===== config.mk =====
export PLATFORM = sky130hd
export DESIGN_NAME = dual_mod_prescaler
export DESIGN_NICKNAME = d
export VERILOG_FILES = /design/src/rtl/dmp_pkg.sv /design/src/rtl/dmp_ctl_sampler.sv /design/src/rtl/dmp_period_counter.sv /design/src/rtl/dmp_wave_gen.sv /design/src/rtl/dual_mod_prescaler.sv
export SDC_FILE = /design/constraint.sdc
export NUM_CORES = 1
export LEC_CHECK = 0
export BUFFER_PORTS_ARGS = -buffer_cell sky130_fd_sc_hd__buf_2
export CAP_MARGIN = 20
export CORE_MARGIN = 3
export CORE_UTILIZATION = 35
export CTS_CLUSTER_DIAMETER = 150
export DETAILED_ROUTE_END_ITERATION = 8
export PLACE_DENSITY = 0.62
export SETUP_SLACK_MARGIN = 0.02
export SKIP_CTS_REPAIR_TIMING = 1
export SLEW_MARGIN = 20
export SYNTH_ARGS = -nofsm -noshare
export SYNTH_HDL_FRONTEND = slang
export SYNTH_SLANG_ARGS = --single-unit

===== constraint.sdc =====
create_clock -name clk -period 2.9 [get_ports clk]
set_input_delay 0.29 -clock clk [delete_from_list [all_inputs] [get_ports clk]]
set_output_delay 0.29 -clock clk [all_outputs]
set_load 0.02 [all_outputs]

===== src/rtl/dmp_pkg.sv =====
package dmp_pkg;

  // Output phase inside one period
  typedef enum logic {
    PH_IDLE   = 1'b0,
    PH_ACTIVE = 1'b1
  } phase_t;

  // Length of the next period from the two control levels.
  // pair_sel = 1 picks the short pair; lower_sel = 1 picks its smaller value.
  function automatic int unsigned next_modulus(
    input int unsigned short_base,
    input int unsigned long_base,
    input logic        pair_sel,
    input logic        lower_sel
  );
    int unsigned base;
    base = pair_sel ? short_base : long_base;
    return lower_sel ? base : base + 1;
  endfunction

endpackage


===== src/rtl/dmp_ctl_sampler.sv =====
module dmp_ctl_sampler #(
  parameter int unsigned SHORT_BASE = 32,
  parameter int unsigned LONG_BASE  = 64,
  parameter int unsigned CW         = 7
) (
  input  logic          clk,
  input  logic          rst,
  input  logic          boundary_i,
  input  logic          ratio_i,
  input  logic          mod_i,
  output logic [CW-1:0] len_q_o,
  output logic [CW-1:0] len_d_o
);

  localparam logic [CW-1:0] LEN_A_LO = CW'(SHORT_BASE);
  localparam logic [CW-1:0] LEN_A_HI = CW'(SHORT_BASE + 1);
  localparam logic [CW-1:0] LEN_B_LO = CW'(LONG_BASE);
  localparam logic [CW-1:0] LEN_B_HI = CW'(LONG_BASE + 1);

  logic [CW-1:0] len_q;
  logic [CW-1:0] len_pick;

  always_comb begin
    len_pick = CW'(dmp_pkg::next_modulus(SHORT_BASE, LONG_BASE, ratio_i, mod_i));
    len_d_o  = boundary_i ? len_pick : len_q;
  end

  always_ff @(posedge clk) begin
    if (rst) len_q <= LEN_A_LO;
    else     len_q <= len_d_o;
  end

  assign len_q_o = len_q;

  // the period length only moves on a period boundary
  a_r5_len_held_mid_period: assert property (@(posedge clk) disable iff (rst)
    !boundary_i |=> $stable(len_q));

  // the held length is always one of the four moduli
  a_r4_len_is_legal: assert property (@(posedge clk) disable iff (rst)
    (len_q == LEN_A_LO) || (len_q == LEN_A_HI) ||
    (len_q == LEN_B_LO) || (len_q == LEN_B_HI));

endmodule


===== src/rtl/dmp_period_counter.sv =====
module dmp_period_counter #(
  parameter int unsigned CW = 7
) (
  input  logic          clk,
  input  logic          rst,
  input  logic [CW-1:0] len_q_i,
  output logic [CW-1:0] cnt_d_o,
  output logic          boundary_o
);

  logic [CW-1:0] cnt_q;
  logic          start_q;   // forces a period start on the first edge after reset

  always_comb begin
    boundary_o = start_q || (cnt_q == len_q_i - CW'(1));
    cnt_d_o    = boundary_o ? '0 : cnt_q + CW'(1);
  end

  always_ff @(posedge clk) begin
    if (rst) begin
      cnt_q   <= '0;
      start_q <= 1'b1;
    end else begin
      cnt_q   <= cnt_d_o;
      start_q <= 1'b0;
    end
  end

  // the position never reaches the held length
  a_r1_cnt_below_len: assert property (@(posedge clk) disable iff (rst)
    cnt_q < len_q_i);

  // the edge right after reset release opens a period
  a_r8_restart_opens_period: assert property (@(posedge clk)
    rst |=> (cnt_q == '0));

endmodule


===== src/rtl/dmp_wave_gen.sv =====
module dmp_wave_gen #(
  parameter int unsigned CW          = 7,
  parameter bit          ACTIVE_RISE = 1'b1
) (
  input  logic          clk,
  input  logic          rst,
  input  logic          start_i,
  input  logic [CW-1:0] cnt_d_i,
  input  logic [CW-1:0] len_d_i,
  output logic          out_o
);

  localparam logic IDLE_LVL = ACTIVE_RISE ? 1'b0 : 1'b1;
  localparam logic ACT_LVL  = ~IDLE_LVL;

  dmp_pkg::phase_t phase_d;
  logic            out_q;

  always_comb begin
    phase_d = (cnt_d_i < (len_d_i >> 1)) ? dmp_pkg::PH_ACTIVE : dmp_pkg::PH_IDLE;
  end

  generate
    if (ACTIVE_RISE) begin : g_rise
      always_ff @(posedge clk) begin
        if (rst) out_q <= 1'b0;
        else     out_q <= (phase_d == dmp_pkg::PH_ACTIVE);
      end
    end else begin : g_fall
      always_ff @(posedge clk) begin
        if (rst) out_q <= 1'b1;
        else     out_q <= (phase_d != dmp_pkg::PH_ACTIVE);
      end
    end
  endgenerate

  assign out_o = out_q;

  // reset parks the output at idle
  a_r8_idle_in_reset: assert property (@(posedge clk)
    rst |=> (out_q == IDLE_LVL));

  // every period opens at the active level
  a_r7_active_at_start: assert property (@(posedge clk) disable iff (rst)
    start_i |=> (out_q == ACT_LVL));

  // an idle-to-active change happens only on a period start
  a_r6_rise_only_at_start: assert property (@(posedge clk) disable iff (rst)
    (out_q == IDLE_LVL) && !start_i |=> (out_q == IDLE_LVL) || $past(rst));

endmodule


===== src/rtl/dual_mod_prescaler.sv =====
module dual_mod_prescaler #(
  parameter int unsigned SHORT_BASE  = 32,
  parameter int unsigned LONG_BASE   = 64,
  parameter bit          ACTIVE_RISE = 1'b1
) (
  input  logic clk,
  input  logic rst,
  input  logic ratio_sel,
  input  logic mod_ctl,
  output logic div_out
);

  localparam int unsigned CW = $clog2(LONG_BASE + 2);

  logic [CW-1:0] len_q;
  logic [CW-1:0] len_d;
  logic [CW-1:0] cnt_d;
  logic          boundary;

  dmp_ctl_sampler #(
    .SHORT_BASE (SHORT_BASE),
    .LONG_BASE  (LONG_BASE),
    .CW         (CW)
  ) u_sampler (
    .clk        (clk),
    .rst        (rst),
    .boundary_i (boundary),
    .ratio_i    (ratio_sel),
    .mod_i      (mod_ctl),
    .len_q_o    (len_q),
    .len_d_o    (len_d)
  );

  dmp_period_counter #(
    .CW (CW)
  ) u_counter (
    .clk        (clk),
    .rst        (rst),
    .len_q_i    (len_q),
    .cnt_d_o    (cnt_d),
    .boundary_o (boundary)
  );

  dmp_wave_gen #(
    .CW          (CW),
    .ACTIVE_RISE (ACTIVE_RISE)
  ) u_wave (
    .clk     (clk),
    .rst     (rst),
    .start_i (boundary),
    .cnt_d_i (cnt_d),
    .len_d_i (len_d),
    .out_o   (div_out)
  );

  initial begin
    assert (SHORT_BASE >= 4 && LONG_BASE > SHORT_BASE + 1)
      else $error("dual_mod_prescaler: moduli out of range");
  end

endmodule


==> impl_metrics.xml, run 1 <==
<?xml version="1.0" encoding="UTF-8"?>
<metrics>
  <group name="final_layout">
    <metric name="nets" unit="">135</metric>
    <metric name="highest_count_cells_in_the_layout_ignoring_fill_and_taps" unit="">15 x buf_4, 15 x dfxtp_1, 12 x nor3_1</metric>
    <metric name="nFillCells" unit="">255</metric>
    <metric name="drive_above_1_share" unit="%">25.4</metric>
    <metric name="num_antenna_cells" unit="">0</metric>
    <metric name="area_delta_synth_final" unit="%">19.8</metric>
  </group>
  <group name="power_and_ir_drop">
    <metric name="fin_total_pwr" unit="mW">0.408</metric>
    <metric name="power-per-cell-area" unit="mW/mm²">359</metric>
    <metric name="static-leakage-power" unit="nW">0.456</metric>
    <metric name="vdd.ir_drop.worst" unit="V">0.000288</metric>
  </group>
  <group name="setup_path">
    <metric name="worstSetupPathType" unit="">reg2reg</metric>
    <metric name="timing.critical_path.slowest_cell_delay" unit="ns">0.44</metric>
    <metric name="worst_r2r_endpoint" unit="">u_wave.out_o</metric>
    <metric name="critPathMaxFanout" unit="">5</metric>
    <metric name="regToRegStartpoint" unit="">u_sampler.len_q_o[1]</metric>
    <metric name="worst-endpoint-required" unit="ns">3.13</metric>
    <metric name="minimum_setup_slack_among_reg_to_reg_paths" unit="ns">-0.09</metric>
    <metric name="path_cells" unit="">inv_2 -&gt; ha_2 -&gt; nor3b_4 -&gt; nand2_1 -&gt; or4_4 -&gt; a2111oi_4 -&gt; or2_4 -&gt; mux2i_1 -&gt; ha_1 -&gt; a21o_1 -&gt; a211oi_2 -&gt; o221a_1</metric>
    <metric name="crit_path_top_delay_cell" unit="">a2111oi_4</metric>
    <metric name="endpoint_kind" unit="">register</metric>
    <metric name="cp.arrival" unit="ns">3.23</metric>
    <metric name="critical_path.startpoint_type" unit="">register</metric>
    <metric name="number_of_cells_on_the_worst_reg_to_reg_path" unit="">12</metric>
  </group>
  <group name="global_route">
    <metric name="largest_net_degree_at_the_start_of_global_routing" unit="">18</metric>
    <metric name="grt_first_pass_wirelength" unit="µm">3500</metric>
    <metric name="grt_antenna_before_repair" unit="">0</metric>
    <metric name="grt_remaining_overflow" unit="">0</metric>
    <metric name="number_of_global_route_vias_before_repair" unit="">811</metric>
    <metric name="grt_usage" unit="%">13.4</metric>
  </group>
  <group name="timing">
    <metric name="max_slew_margin" unit="%">76.9</metric>
    <metric name="fin_worst_skew" unit="ns">0.00373</metric>
    <metric name="clock.fmax" unit="MHz">334</metric>
    <metric name="slew_viol_final" unit="">0</metric>
    <metric name="setup-tns-final" unit="ns">-0.0946</metric>
    <metric name="actual_transition_at_the_worst_max_transition_pin" unit="ns">0.346</metric>
    <metric name="min_period_over_period" unit="%">103</metric>
    <metric name="final_hold_viol_count" unit="">0</metric>
    <metric name="rsz0062_at_grt" unit="">true</metric>
    <metric name="final-setup-viol-count" unit="">1</metric>
    <metric name="period_needed" unit="ns">2.99</metric>
    <metric name="finalWorstSetupSlack" unit="ns">-0.0946</metric>
  </group>
  <group name="drt">
    <metric name="wl" unit="µm">2010</metric>
    <metric name="drt_first_iter_violations" unit="">8</metric>
    <metric name="drt-vias-per-instance" unit="">5.22</metric>
    <metric name="drt-pass1-iter-count" unit="">2</metric>
    <metric name="vias" unit="">794</metric>
    <metric name="routedWlPerCell" unit="µm">13.2</metric>
    <metric name="number_of_drc_violations_after_detailed_routing" unit="">0</metric>
    <metric name="final_antenna_net_count" unit="">0</metric>
  </group>
  <group name="yosys">
    <metric name="synth_flop_cell" unit="">dfxtp_1</metric>
    <metric name="mappedNetlistArea" unit="µm²">947</metric>
    <metric name="ys_seq_elements" unit="">16</metric>
    <metric name="synth.yosys.seq_area_share" unit="%">33.8</metric>
    <metric name="synth-warning-count" unit="">0</metric>
    <metric name="mappedNetlistNets" unit="">114</metric>
    <metric name="synthCells" unit="">103</metric>
    <metric name="postSynthAreaPerCell" unit="µm²">9.20</metric>
    <metric name="async_flop_share" unit="%">0</metric>
    <metric name="synth_edf_count" unit="">0</metric>
    <metric name="yosysUniqueCellTypes" unit="">33</metric>
  </group>
  <group name="clock_network">
    <metric name="cts_tree" unit="">yes</metric>
    <metric name="cts.path.max_buffers" unit="">2</metric>
    <metric name="clkSlewWorstSetupHoldPaths" unit="ns">0.09</metric>
    <metric name="clock_latency" unit="ns">0.28</metric>
    <metric name="tritoncts.num_buffers" unit="">3</metric>
    <metric name="cts_htree_levels" unit="">1</metric>
    <metric name="clockRootBuffer" unit="">clkbuf_4</metric>
    <metric name="clkSinkCount" unit="">16</metric>
  </group>
  <group name="worst_hold_path">
    <metric name="holdPathStages" unit="">2</metric>
    <metric name="min_delay_worst_endpoint" unit="">u_sampler.len_q_o[0]</metric>
    <metric name="timing.hold.worst.start" unit="">mod_ctl</metric>
    <metric name="worstHoldPathType" unit="">in2reg</metric>
  </group>
  <group name="floorplan">
    <metric name="fp.coreArea" unit="mm²">0.00252</metric>
    <metric name="num_rows" unit="">18</metric>
    <metric name="start_util" unit="%">37.5</metric>
    <metric name="die_height" unit="µm">58.0</metric>
    <metric name="die_width" unit="µm">58.0</metric>
    <metric name="design.portCount" unit="">5</metric>
    <metric name="floorplan.die_area" unit="mm²">0.00337</metric>
  </group>
  <group name="run_status">
    <metric name="violated_checks" unit="">negative setup slack</metric>
    <metric name="status" unit="">finished, violations left</metric>
  </group>
  <group name="job">
    <metric name="timing.max_cap.violations" unit="">0</metric>
  </group>
  <group name="placed_design">
    <metric name="count_of_buffers_inserted_at_the_top_level_ports" unit="">4</metric>
    <metric name="dpl.hpwl" unit="µm">1610</metric>
    <metric name="place_congestion" unit="">0.759</metric>
  </group>
</metrics>
[cells in the mapped netlist, drive strengths merged, types with 2 or more instances]
cell type	count	area (µm²)
dfxtp	16	320
nor3	12	60.1
xnor2	10	87.6
inv	8	30.0
nor2	8	30.0
ha	7	87.6
or3	5	31.3
xor2	5	43.8
nand3	4	20.0
o21ai	4	20.0
a2111oi	2	36.3
buf	2	18.8
mux2i	2	20.0
nand2b	2	12.5
[final cells by class]
cell class	instances	area, µm²	area share, %
tap	30	37.5	3.31
timing repair buffer	19	133	11.7
clock buffer	3	22.5	1.98
inverter	8	30.0	2.65
multi-input combinational	76	591	52.0
sequential	16	322	28.3
[cells by family (layout without fill, tap and decap cells)]
kind of cell / Yosys count / after routing / synth area share (%)
and+or+nand+nor: 37 / 37 / 21.9
DFF: 16 / 16 / 33.8
AOI/OAI and AO/OA: 15 / 15 / 13.5
xor gates and xnor gates: 15 / 15 / 13.9
buffers and inverters: 11 / 30 / 5.55
adders and majority gates: 7 / 7 / 9.25
muxes: 2 / 2 / 2.11
[state kept, by name (all words and copies together) (netlist names)]
register	cells
u_sampler.len_q_o	7
u_wave.out_o	1
u_counter.cnt_q	7
u_counter.start_q	1
[through the flow]
step           utilization [%]  worst slack (ns)  instances  hold WS [ns]  cell area (µm²)
2_1_floorplan                -            -0.144        103         0.318              947
3_5_place_dp              43.1            -0.247        148         0.482             1090
5_1_grt                   45.0            -0.221        152         0.178             1130
6_report                  45.0           -0.0946        152         0.180             1130
4_1_cts                   44.0            -0.275        151         0.171             1110
3_3_place_gp              43.1            -0.163        148         0.478             1090
[power by group]
part / switching, mW / leakage (nW) / total (mW) / internal (mW)
clock network: 0.0645 / 0.0138 / 0.113 / 0.0482
logic: 0.0319 / 0.311 / 0.0636 / 0.0317
registers: 0.00606 / 0.131 / 0.232 / 0.225
[how the worst max path moves through the flow]
stage                                    start            to  slack [ns]  cells past startpoint
after floorplan           u_sampler.len_q_o[0]  u_wave.out_o       -0.14                     13
after global placement    u_sampler.len_q_o[0]  u_wave.out_o       -0.16                     11
after detailed placement  u_sampler.len_q_o[1]  u_wave.out_o       -0.25                     13
after CTS                 u_sampler.len_q_o[1]  u_wave.out_o       -0.27                     13
after global routing      u_sampler.len_q_o[1]  u_wave.out_o       -0.22                     12
final                     u_sampler.len_q_o[1]  u_wave.out_o       -0.09                     12
[critical path: cells and delay by family, from the launching register on]
| family | cells | cell delay (ns) |
|---|---|---|
| flops | 1 | 0.33 |
| buf+inv | 1 | 0.05 |
| mux | 1 | 0.19 |
| compound gates | 4 | 1.03 |
| fa+ha+maj | 2 | 0.43 |
| simple gates | 4 | 0.91 |
[routing by layer]
metal / part of all wire (%) / up-vias / GRT usage [%]
li1: - / 405 / -
met1: 46 / 378 / 16.1
met2: 50 / 7 / 23.4
met3: 1.8 / 4 / 1.56
met4: 1.9 / 0 / 6.62
met5: 0 / - / 0
(Power assumes the default switching activity.)
==> run 2, diff against run 1 <==
--- a/config.mk
+++ b/config.mk
@@ -12,6 +12,7 @@
 export CTS_CLUSTER_DIAMETER = 150
 export DETAILED_ROUTE_END_ITERATION = 8
 export PLACE_DENSITY = 0.62
+export RECOVER_POWER = 100
 export SETUP_SLACK_MARGIN = 0.02
 export SKIP_CTS_REPAIR_TIMING = 1
 export SLEW_MARGIN = 20
==> impl_metrics.xml, run 2 (same netlist as run 1, synthesis figures left out) <==
<?xml version="1.0" encoding="UTF-8"?>
<metrics>
  <group name="drt">
    <metric name="wl" unit="µm">2010</metric>
    <metric name="number_of_drc_violations_after_detailed_routing" unit="">0</metric>
    <metric name="drt_first_iter_violations" unit="">8</metric>
    <metric name="vias" unit="">794</metric>
    <metric name="drt-vias-per-instance" unit="">5.22</metric>
    <metric name="drt-pass1-iter-count" unit="">2</metric>
    <metric name="final_antenna_net_count" unit="">0</metric>
    <metric name="routedWlPerCell" unit="µm">13.2</metric>
  </group>
  <group name="worst_hold_path">
    <metric name="worstHoldPathType" unit="">in2reg</metric>
    <metric name="timing.hold.worst.start" unit="">mod_ctl</metric>
    <metric name="min_delay_worst_endpoint" unit="">u_sampler.len_q_o[0]</metric>
    <metric name="holdPathStages" unit="">2</metric>
  </group>
  <group name="placed_design">
    <metric name="count_of_buffers_inserted_at_the_top_level_ports" unit="">4</metric>
    <metric name="dpl.hpwl" unit="µm">1610</metric>
    <metric name="place_congestion" unit="">0.759</metric>
    <metric name="placement.setup.worst_slack" unit="ns">-0.247</metric>
    <metric name="detailed_place.area" unit="mm²">0.00109</metric>
  </group>
  <group name="global_route">
    <metric name="grt_first_pass_wirelength" unit="µm">3500</metric>
    <metric name="largest_net_degree_at_the_start_of_global_routing" unit="">18</metric>
    <metric name="number_of_global_route_vias_before_repair" unit="">811</metric>
    <metric name="grt_remaining_overflow" unit="">0</metric>
    <metric name="grt_usage" unit="%">13.4</metric>
    <metric name="grt_antenna_before_repair" unit="">0</metric>
  </group>
  <group name="clock_network">
    <metric name="clockRootBuffer" unit="">clkbuf_4</metric>
    <metric name="tritoncts.num_buffers" unit="">3</metric>
    <metric name="clkSinkCount" unit="">16</metric>
    <metric name="clock_latency" unit="ns">0.28</metric>
    <metric name="cts_htree_levels" unit="">1</metric>
    <metric name="cts_tree" unit="">yes</metric>
    <metric name="cts.path.max_buffers" unit="">2</metric>
    <metric name="clkSlewWorstSetupHoldPaths" unit="ns">0.09</metric>
  </group>
  <group name="timing">
    <metric name="actual_transition_at_the_worst_max_transition_pin" unit="ns">0.346</metric>
    <metric name="fin_worst_skew" unit="ns">0.00373</metric>
    <metric name="slew_viol_final" unit="">0</metric>
    <metric name="min_period_over_period" unit="%">103</metric>
    <metric name="final-setup-viol-count" unit="">1</metric>
    <metric name="finalWorstSetupSlack" unit="ns">-0.0942</metric>
    <metric name="max_slew_margin" unit="%">76.9</metric>
    <metric name="clock.fmax" unit="MHz">334</metric>
    <metric name="holdWs" unit="ns">0.180</metric>
    <metric name="setup-tns-final" unit="ns">-0.0942</metric>
    <metric name="final_hold_viol_count" unit="">0</metric>
    <metric name="rsz0062_at_grt" unit="">true</metric>
    <metric name="period_needed" unit="ns">2.99</metric>
  </group>
  <group name="final_layout">
    <metric name="multi_input_gate_area" unit="µm²">591</metric>
    <metric name="area_delta_synth_final" unit="%">19.7</metric>
    <metric name="nFillCells" unit="">255</metric>
    <metric name="drive_above_1_share" unit="%">24.6</metric>
    <metric name="num_antenna_cells" unit="">0</metric>
    <metric name="layout.cell_area.non_filler" unit="mm²">0.00113</metric>
    <metric name="nets" unit="">135</metric>
    <metric name="highest_count_cells_in_the_layout_ignoring_fill_and_taps" unit="">15 x buf_4, 15 x dfxtp_1, 12 x nor3_1</metric>
    <metric name="area.sequential" unit="µm²">322</metric>
  </group>
  <group name="setup_path">
    <metric name="endpoint_kind" unit="">register</metric>
    <metric name="worst-endpoint-required" unit="ns">3.13</metric>
    <metric name="cp.arrival" unit="ns">3.22</metric>
    <metric name="regToRegStartpoint" unit="">u_sampler.len_q_o[1]</metric>
    <metric name="critPathMaxFanout" unit="">5</metric>
    <metric name="number_of_cells_on_the_worst_reg_to_reg_path" unit="">12</metric>
    <metric name="minimum_setup_slack_among_reg_to_reg_paths" unit="ns">-0.09</metric>
    <metric name="worstSetupPathType" unit="">reg2reg</metric>
    <metric name="worst_r2r_endpoint" unit="">u_wave.out_o</metric>
    <metric name="critical_path.startpoint_type" unit="">register</metric>
  </group>
  <group name="floorplan">
    <metric name="fp.coreArea" unit="mm²">0.00252</metric>
    <metric name="start_util" unit="%">37.5</metric>
    <metric name="design.portCount" unit="">5</metric>
    <metric name="die_height" unit="µm">58.0</metric>
    <metric name="num_rows" unit="">18</metric>
    <metric name="die_width" unit="µm">58.0</metric>
    <metric name="floorplan.die_area" unit="mm²">0.00337</metric>
  </group>
  <group name="power_and_ir_drop">
    <metric name="static-leakage-power" unit="nW">0.453</metric>
    <metric name="vdd.ir_drop.worst" unit="V">0.000288</metric>
    <metric name="fin_total_pwr" unit="mW">0.408</metric>
    <metric name="power-per-cell-area" unit="mW/mm²">359</metric>
  </group>
  <group name="job">
    <metric name="timing.max_cap.violations" unit="">0</metric>
  </group>
  <group name="run_status">
    <metric name="status" unit="">finished, violations left</metric>
    <metric name="violated_checks" unit="">negative setup slack</metric>
  </group>
</metrics>
## run 2: cell types whose count changed in the layout (fill, tap and decap cells not counted), sizes merged
cell    change
buf         -1
clkbuf      +1
## run 2: worst max path at each step
stage,start,end,slack (ns)
after detailed placement,u_sampler.len_q_o[1],u_wave.out_o,-0.25
final,u_sampler.len_q_o[1],u_wave.out_o,-0.09
after global routing,u_sampler.len_q_o[1],u_wave.out_o,-0.22
after global placement,u_sampler.len_q_o[0],u_wave.out_o,-0.16
after CTS,u_sampler.len_q_o[1],u_wave.out_o,-0.27
after floorplan,u_sampler.len_q_o[0],u_wave.out_o,-0.14
## run 2: through the flow
step / util (%) / cells
final: 44.9 / 152
after floorplan: - / 103
after global routing: 44.9 / 152
after detailed placement: 43.1 / 148
after CTS: 44.0 / 151
after global placement: 43.1 / 148
## run 2: layout make-up
class | instances | share of cell area (%)
Sequential cell | 16 | 28.4
Multi-Input combinational cell | 76 | 52.1
Timing Repair Buffer | 19 | 11.6
Inverter | 8 | 2.65
Clock buffer | 3 | 1.99
Tap cell | 30 | 3.31
## run 2: layer usage
layer,vias to the layer above,global-route usage (%),share of wire [%]
li1,405,-,-
met1,378,16.1,46
met2,7,23.4,50
met3,4,1.56,1.8
met4,0,6.62,1.9
met5,-,0,0
## run 2: power breakdown
group	internal (mW)	switching [mW]
logic	0.0314	0.0319
registers	0.225	0.00611
clock network	0.0482	0.0645
total	0.305	0.102
## run 2: worst max-delay path: stages, from the launching register on
cell and delay (ns):
dfxtp_2 0.33, inv_2 0.05, ha_2 0.17, nor3b_4 0.19, nand2_1 0.07, or4_4 0.43, a2111oi_4 0.44, or2_4 0.22
mux2i_1 0.19, ha_1 0.26, a21o_1 0.18, a211oi_2 0.21, o221a_1 0.20
